[src/rtl/wdt_pkg.sv]
package wdt_pkg;

    typedef enum logic [1:0] {
        EXP_IDLE  = 2'd0,
        EXP_FIRST = 2'd1,
        EXP_FIRE  = 2'd2,
        EXP_DONE  = 2'd3
    } exp_state_t;

    // Word indices (addr[4:2])
    localparam int WORD_CNT = 0;
    localparam int WORD_STS = 1;
    localparam int WORD_CTL = 2;
    localparam int WORD_TMR = 3;
    localparam int WORD_MSG = 4;

    // Bit positions inside the 32-bit words
    localparam int S1_INT     = 0;
    localparam int S1_SMI     = 1;
    localparam int S1_TIMEOUT = 3;
    localparam int S2_SECOND  = 17;
    localparam int S2_BOOT    = 18;
    localparam int C1_HALT    = 11;
    localparam int C1_LOCK    = 12;

    localparam logic [15:0] TMR_RESET   = 16'h0004;
    localparam logic [15:0] CTL2_RESET  = 16'h0008;
    localparam logic [7:0]  SWIRQ_RESET = 8'h03;
    localparam int          MSG_BYTES   = 3;

endpackage

[src/rtl/wdt_counter.sv]
module wdt_counter #(
    parameter int CNT_W = 10
) (
    input  logic             clk,
    input  logic             rst_n,
    input  logic             tick,
    input  logic             halt,
    input  logic             load,
    input  logic [CNT_W-1:0] tmr_val,
    output logic [CNT_W-1:0] count,
    output logic             expire
);

    localparam logic [CNT_W-1:0] ONE = CNT_W'(1);

    always_comb begin
        expire = tick && !halt && !load && (count <= ONE);
    end

    always_ff @(posedge clk or negedge rst_n) begin
        if (!rst_n) begin
            count <= '0;
        end else if (load) begin
            count <= tmr_val;
        end else if (tick && !halt) begin
            if (expire) begin
                count <= tmr_val;
            end else begin
                count <= count - ONE;
            end
        end
    end

endmodule

[src/rtl/wdt_expiry_fsm.sv]
module wdt_expiry_fsm
    import wdt_pkg::*;
(
    input  logic clk,
    input  logic rst_n,
    input  logic expire,
    input  logic restart,
    input  logic no_reboot,
    output logic second_hit,
    output logic action_req
);

    exp_state_t state_q, state_d;

    always_ff @(posedge clk or negedge rst_n) begin
        if (!rst_n) begin
            state_q <= EXP_IDLE;
        end else begin
            state_q <= state_d;
        end
    end

    always_comb begin
        state_d = state_q;
        if (restart) begin
            state_d = EXP_IDLE;
        end else begin
            unique case (state_q)
                EXP_IDLE:  if (expire) state_d = EXP_FIRST;
                EXP_FIRST: if (expire) state_d = no_reboot ? EXP_DONE : EXP_FIRE;
                EXP_FIRE:  state_d = EXP_DONE;
                EXP_DONE:  state_d = EXP_DONE;
                default:   state_d = EXP_IDLE;
            endcase
        end
    end

    always_comb begin
        action_req = (state_q == EXP_FIRE);
        second_hit = expire && (state_q != EXP_IDLE);
    end

endmodule

[src/rtl/wdt_regs.sv]
module wdt_regs
    import wdt_pkg::*;
#(
    parameter int CNT_W  = 10,
    parameter int ADDR_W = 5
) (
    input  logic              clk,
    input  logic              rst_n,
    input  logic              wr_en,
    input  logic [ADDR_W-1:0] addr,
    input  logic [31:0]       wdata,
    input  logic [3:0]        be,
    input  logic [CNT_W-1:0]  count,
    input  logic              expire,
    input  logic              second_hit,
    output logic [31:0]       rdata,
    output logic              halt,
    output logic              lock,
    output logic              load,
    output logic [CNT_W-1:0]  tmr_val,
    output logic              sts_timeout,
    output logic              sts_second
);

    localparam int WORD_W = ADDR_W - 2;

    logic [WORD_W-1:0] word;
    logic hit_cnt, hit_sts, hit_ctl, hit_tmr, hit_msg, mbox_wr;
    logic int_q, smi_q, to_q, sec_q, boot_q;
    logic halt_q, lock_q;
    logic [15:0] ctl2_q;
    logic [CNT_W-1:0] tmr_q;
    logic [7:0] swirq_q, din_q, dout_q;
    logic [7:0] msg_q [MSG_BYTES];
    logic [15:0] tmr_merge;

    always_comb begin
        word    = addr[ADDR_W-1:2];
        hit_cnt = wr_en && (word == WORD_W'(WORD_CNT));
        hit_sts = wr_en && (word == WORD_W'(WORD_STS));
        hit_ctl = wr_en && (word == WORD_W'(WORD_CTL));
        hit_tmr = wr_en && (word == WORD_W'(WORD_TMR));
        hit_msg = wr_en && (word == WORD_W'(WORD_MSG));
        load    = hit_cnt && (be[0] || be[1]);
        mbox_wr = hit_cnt && (be[2] || be[3]);
        tmr_merge[7:0]  = be[0] ? wdata[7:0]  : 8'(16'(tmr_q));
        tmr_merge[15:8] = be[1] ? wdata[15:8] : 16'(tmr_q) >> 8;
    end

    // Status: set wins over write-one-to-clear
    always_ff @(posedge clk or negedge rst_n) begin
        if (!rst_n) begin
            int_q  <= 1'b0;
            smi_q  <= 1'b0;
            to_q   <= 1'b0;
            sec_q  <= 1'b0;
            boot_q <= 1'b0;
        end else begin
            int_q  <= mbox_wr    || (int_q  && !(hit_sts && be[0] && wdata[S1_INT]));
            smi_q  <= mbox_wr    || (smi_q  && !(hit_sts && be[0] && wdata[S1_SMI]));
            to_q   <= expire     || (to_q   && !(hit_sts && be[0] && wdata[S1_TIMEOUT]));
            sec_q  <= second_hit || (sec_q  && !(hit_sts && be[2] && wdata[S2_SECOND]));
            boot_q <= second_hit || (boot_q && !(hit_sts && be[2] && wdata[S2_BOOT]));
        end
    end

    // Control, timer value, software IRQ, mailbox bytes
    always_ff @(posedge clk or negedge rst_n) begin
        if (!rst_n) begin
            halt_q  <= 1'b0;
            lock_q  <= 1'b0;
            ctl2_q  <= CTL2_RESET;
            tmr_q   <= CNT_W'(TMR_RESET);
            swirq_q <= SWIRQ_RESET;
            din_q   <= 8'h00;
            dout_q  <= 8'h00;
        end else begin
            if (hit_ctl && be[1]) begin
                halt_q <= wdata[C1_HALT];
                lock_q <= lock_q || wdata[C1_LOCK];
            end
            if (hit_ctl && be[2]) ctl2_q[7:0]  <= wdata[23:16];
            if (hit_ctl && be[3]) ctl2_q[15:8] <= wdata[31:24];
            if (hit_tmr && (be[0] || be[1])) tmr_q <= tmr_merge[CNT_W-1:0];
            if (hit_tmr && be[2]) swirq_q <= wdata[23:16];
            if (hit_cnt && be[2]) din_q   <= wdata[23:16];
            if (hit_cnt && be[3]) dout_q  <= wdata[31:24];
        end
    end

    for (genvar b = 0; b < MSG_BYTES; b++) begin : g_msg
        always_ff @(posedge clk or negedge rst_n) begin
            if (!rst_n) begin
                msg_q[b] <= 8'h00;
            end else if (hit_msg && be[b]) begin
                msg_q[b] <= wdata[8*b +: 8];
            end
        end
    end

    always_comb begin
        rdata = 32'h0;
        case (word)
            WORD_W'(WORD_CNT): rdata = {dout_q, din_q, 16'(count)};
            WORD_W'(WORD_STS): begin
                rdata[S1_INT]     = int_q;
                rdata[S1_SMI]     = smi_q;
                rdata[S1_TIMEOUT] = to_q;
                rdata[S2_SECOND]  = sec_q;
                rdata[S2_BOOT]    = boot_q;
            end
            WORD_W'(WORD_CTL): begin
                rdata[31:16]   = ctl2_q;
                rdata[C1_HALT] = halt_q;
                rdata[C1_LOCK] = lock_q;
            end
            WORD_W'(WORD_TMR): rdata = {8'h00, swirq_q, 16'(tmr_q)};
            WORD_W'(WORD_MSG): rdata = {8'h00, msg_q[2], msg_q[1], msg_q[0]};
            default:           rdata = 32'h0;
        endcase
    end

    always_comb begin
        halt        = halt_q;
        lock        = lock_q;
        tmr_val     = tmr_q;
        sts_timeout = to_q;
        sts_second  = sec_q;
    end

endmodule

[src/rtl/sysmgmt_watchdog.sv]
module sysmgmt_watchdog #(
    parameter int CNT_W  = 10,
    parameter int ADDR_W = 5
) (
    input  logic              clk,
    input  logic              rst_n,
    input  logic              tick,
    input  logic              no_reboot,
    input  logic              wr_en,
    input  logic [ADDR_W-1:0] addr,
    input  logic [31:0]       wdata,
    input  logic [3:0]        be,
    output logic [31:0]       rdata,
    output logic              action_req
);

    logic             halt, lock, load, expire, second_hit;
    logic             sts_timeout, sts_second, restart;
    logic [CNT_W-1:0] count, tmr_val;

    always_comb restart = halt || load;

    wdt_regs #(.CNT_W(CNT_W), .ADDR_W(ADDR_W)) u_regs (
        .clk(clk), .rst_n(rst_n), .wr_en(wr_en), .addr(addr),
        .wdata(wdata), .be(be), .count(count), .expire(expire),
        .second_hit(second_hit), .rdata(rdata), .halt(halt),
        .lock(lock), .load(load), .tmr_val(tmr_val),
        .sts_timeout(sts_timeout), .sts_second(sts_second)
    );

    wdt_counter #(.CNT_W(CNT_W)) u_cnt (
        .clk(clk), .rst_n(rst_n), .tick(tick), .halt(halt),
        .load(load), .tmr_val(tmr_val), .count(count), .expire(expire)
    );

    wdt_expiry_fsm u_fsm (
        .clk(clk), .rst_n(rst_n), .expire(expire), .restart(restart),
        .no_reboot(no_reboot), .second_hit(second_hit),
        .action_req(action_req)
    );

endmodule

[config.mk]
export PLATFORM = sky130hd
export DESIGN_NAME = sysmgmt_watchdog
export DESIGN_NICKNAME = d
export VERILOG_FILES = /design/src/rtl/wdt_pkg.sv /design/src/rtl/wdt_counter.sv /design/src/rtl/wdt_expiry_fsm.sv /design/src/rtl/wdt_regs.sv /design/src/rtl/sysmgmt_watchdog.sv
export SDC_FILE = /design/constraint.sdc
export NUM_CORES = 1
export LEC_CHECK = 0
export BUFFER_PORTS_ARGS = -buffer_cell sky130_fd_sc_hd__buf_2
export CORE_MARGIN = 5
export CORE_UTILIZATION = 45
export DETAILED_ROUTE_END_ITERATION = 6
export GPL_ROUTABILITY_DRIVEN = 0
export PLACE_DENSITY_LB_ADDON = 0.25
export SLEW_MARGIN = 20
export SYNTH_ARGS = -nofsm -noshare
export SYNTH_HDL_FRONTEND = slang
export SYNTH_HIERARCHICAL = 1
export SYNTH_SLANG_ARGS = --single-unit
[constraint.sdc]
create_clock -name clk -period 3.2 [get_ports clk]
set_input_delay 0.32 -clock clk [delete_from_list [all_inputs] [get_ports clk]]
set_output_delay 0.32 -clock clk [all_outputs]
set_load 0.05 [all_outputs]
==> impl_metrics.env <==
export IMPL_synth_seq_cells=93
export IMPL_fin_worst_skew_ns=0.00266
export IMPL_drv_cap=0
export IMPL_core_um2=10200
export IMPL_synthesis_nets=418
export IMPL_num_rows=37
export IMPL_use_met3_pct=4.51
export IMPL_layout_setup_ws_ns=0.729
export IMPL_first_pass_iters=4
export IMPL_synth_cell_types=59
export IMPL_avgViaCountPerCell=5.58
export IMPL_ant_nets=0
export IMPL_crit_slowest_cell="buf_2"
export IMPL_diodes=0
export IMPL_grt_setup_unrepaired="no"
export IMPL_post_route_period_util_pct=77.2
export IMPL_drt_initial_drc_count=135
export IMPL_cts_hold_buf=0
export IMPL_die_h_um=112
export IMPL_io_pin_count=79
export IMPL_critPathKind="in -> out"
export IMPL_yosys_warnings=6
export IMPL_grt_pass1_wl_mm=17.2
export IMPL_end_kind="output port"
export IMPL_crit_buf_inv=2
export IMPL_grt_antenna_before_repair=1
export IMPL_grt_max_degree=61
export IMPL_wl_mm=10.5
export IMPL_fin_crit_ns=2.47
export IMPL_overflow=0
export IMPL_wl_per_cell_um=17.9
export IMPL_num_fill_cells=930
export IMPL_cts_path_max_buffers=2
export IMPL_drive_above_1_share_pct=43.6
export IMPL_setup_viol=0
export IMPL_dieArea_um2=12500
export IMPL_synthFlopType="dfrtp_1"
export IMPL_fin_tns_setup_ns=0
export IMPL_yosysSeqAreaShare_pct=49.8
export IMPL_mostFrequentLayoutCell="dfrtp_1"
export IMPL_vias=3268
export IMPL_pre_cts_ws_ns=0.709
export IMPL_grt_usage_pct=17.1
export IMPL_outcome="completed"
export IMPL_dieWidth_um=112
export IMPL_cts_buffers=9
export IMPL_relSlewSlack_pct=48.1
export IMPL_maxSlewViolCount=0
export IMPL_cts_root_buffer="clkbuf_8"
export IMPL_cellPowerDensity_nw_per_um2=611
export IMPL_crit_fanout=26
export IMPL_synth_edff_count=0
export IMPL_tritoncts="done"
export IMPL_final_nets=493
export IMPL_critPathTopFamily="buffers and inverters"
export IMPL_cp_common_cell="buf_2"
export IMPL_insertion_delay_ns=0.36
export IMPL_synthArstFlopShare_pct=100
export IMPL_worstMarginPinSlew_ns=0.778
export IMPL_cp_arrival_ns=2.15
export IMPL_busiest_layer="met2"
export IMPL_io_buffers=76
export IMPL_clock_fmax_ghz=0.405
export IMPL_crit_chain="buf_2 -> and3b_1 -> a22o_1 -> a221o_1 -> buf_2"
export IMPL_hpwlAfterDp_mm=7.46
export IMPL_grt_use_met1_pct=22.3
export IMPL_grt_pass1_vias=3365
export IMPL_worstPathRequired_ns=2.88
export IMPL_syn_to_final_growth_pct=14.1
export IMPL_numClockSinks=93
export IMPL_cpPeakStageDelay_ns=0.52
export IMPL_start_kind="input port"
export IMPL_initial_utilization_pct=45.8
export IMPL_post_cts_resized=0
export IMPL_use_met2_pct=28.2
export IMPL_mostFrequentLayoutCells="89 x dfrtp_1, 75 x buf_2, 73 x mux2_2"
export IMPL_clk_pin_slew_ns=0.10
export IMPL_drc=0
export IMPL_leakagePower_nw=2.50
export IMPL_syn_area_um2=4680
export IMPL_cts_setup_buffers=0
export IMPL_peakVddDrop_uv=413
export IMPL_min_path_type="in -> async"
export IMPL_finalHoldViolCount=0
export IMPL_htreeDepth=3
export IMPL_avgSynthCellArea_um2=12.7
export IMPL_syn_inst=370
per-stage QoR:
step	std cells	power (W)	hold slack, ns	instance area (µm²)	util [%]
after floorplan	370	0.00229	0.0244	4680	-
after global placement	570	0.00248	0.434	5150	50.3
after detailed placement	570	0.00252	0.443	5150	50.3
after CTS	586	0.00330	0.0308	5340	52.2
after global routing	586	0.00346	0.0580	5340	52.2
final	586	0.00326	0.0201	5340	52.2
worst paths after layout:
check / slack (ns) / cells past startpoint / from / end
setup reg to reg: 0.81 / 4 / u_cnt/count[4] / u_cnt/count[0]
hold reg to reg: 0.48 / 1 / u_regs/lock / u_regs/lock
hold / removal: 0.02 / 1 / rst_n / u_regs/din_q[4]
max in group asynchronous: 2.43 / 2 / rst_n / u_regs/ctl2_q[10]
min in group clk: 0.18 / 2 / wdata[11] / u_regs/halt
setup / recovery: 0.73 / 5 / addr[4] / rdata[23]
state kept, by name, summed over array words and instances, names as in the netlist:
signal / cells
u_regs/msg_q: 24
u_regs/ctl2_q: 16
u_cnt/count: 10
u_regs/tmr_val: 10
u_regs/din_q: 8
u_regs/dout_q: 8
u_regs/swirq_q: 8
u_fsm/state_q: 2
u_regs/boot_q: 1
u_regs/halt: 1
u_regs/int_q: 1
u_regs/lock: 1
u_regs/smi_q: 1
u_regs/sts_second: 1
u_regs/sts_timeout: 1
cell families (layout without fill, tap and decap cells):
kind of cell / after synthesis / in the layout / synth area share [%]
buffers and inverters: 22 / 102 / 3.05
and+or+nand+nor: 91 / 91 / 13.6
muxes: 92 / 92 / 21.7
adders and majority gates: 2 / 2 / 0.535
DFF: 93 / 93 / 49.8
xor gates and xnor gates: 1 / 1 / 0.187
AOI/OAI and AO/OA: 69 / 69 / 11.1
routing by layer:
metal	wire length, µm	vias up
met2	5200	74
met3	481	12
li1	-	1530
met5	7	-
met4	125	2
met1	4670	1650
final cells by class:
cell class | instances | area [µm²] | area share [%]
sequential | 93 | 2330 | 43.7
multi-input combinational | 255 | 2210 | 41.3
timing repair buffer | 82 | 428 | 8.01
tap | 136 | 170 | 3.19
clock buffer | 9 | 124 | 2.32
clock inverter | 7 | 65.1 | 1.22
inverter | 4 | 15.0 | 0.281
power breakdown:
group          internal [W]  total, W  leakage [nW]  switching [W]
clock network      0.000305  0.000775        0.0951       0.000470
registers           0.00145   0.00165          1.13       0.000195
logic              0.000379  0.000840          1.27       0.000461
cell usage after synthesis, drive strengths merged (2+ instances only):
master,number,share of area [%]
o2bb2ai,2,0.37
nand2b,7,0.94
mux2,76,18
nand3,2,0.21
or3,2,0.27
clkbuf,4,0.40
nor3b,3,0.83
nor4b,2,0.37
dfrtp,89,48
a221o,8,1.7
mux2i,16,3.4
dfstp,4,2.2
nor2,17,2.6
and3,2,0.27
ha,2,0.53
inv,4,0.32
o22ai,4,0.53
buf,14,2.3
and2,4,0.53
nand4,3,0.80
o21ai,20,2.2
nand3b,10,1.9
or3b,3,0.56
nand2,14,1.1
a22o,16,3.0
a21oi,7,0.75
nor2b,2,0.27
nor3,13,1.6
or2,3,0.40
a22oi,3,0.48
(Power assumes the default switching activity.)
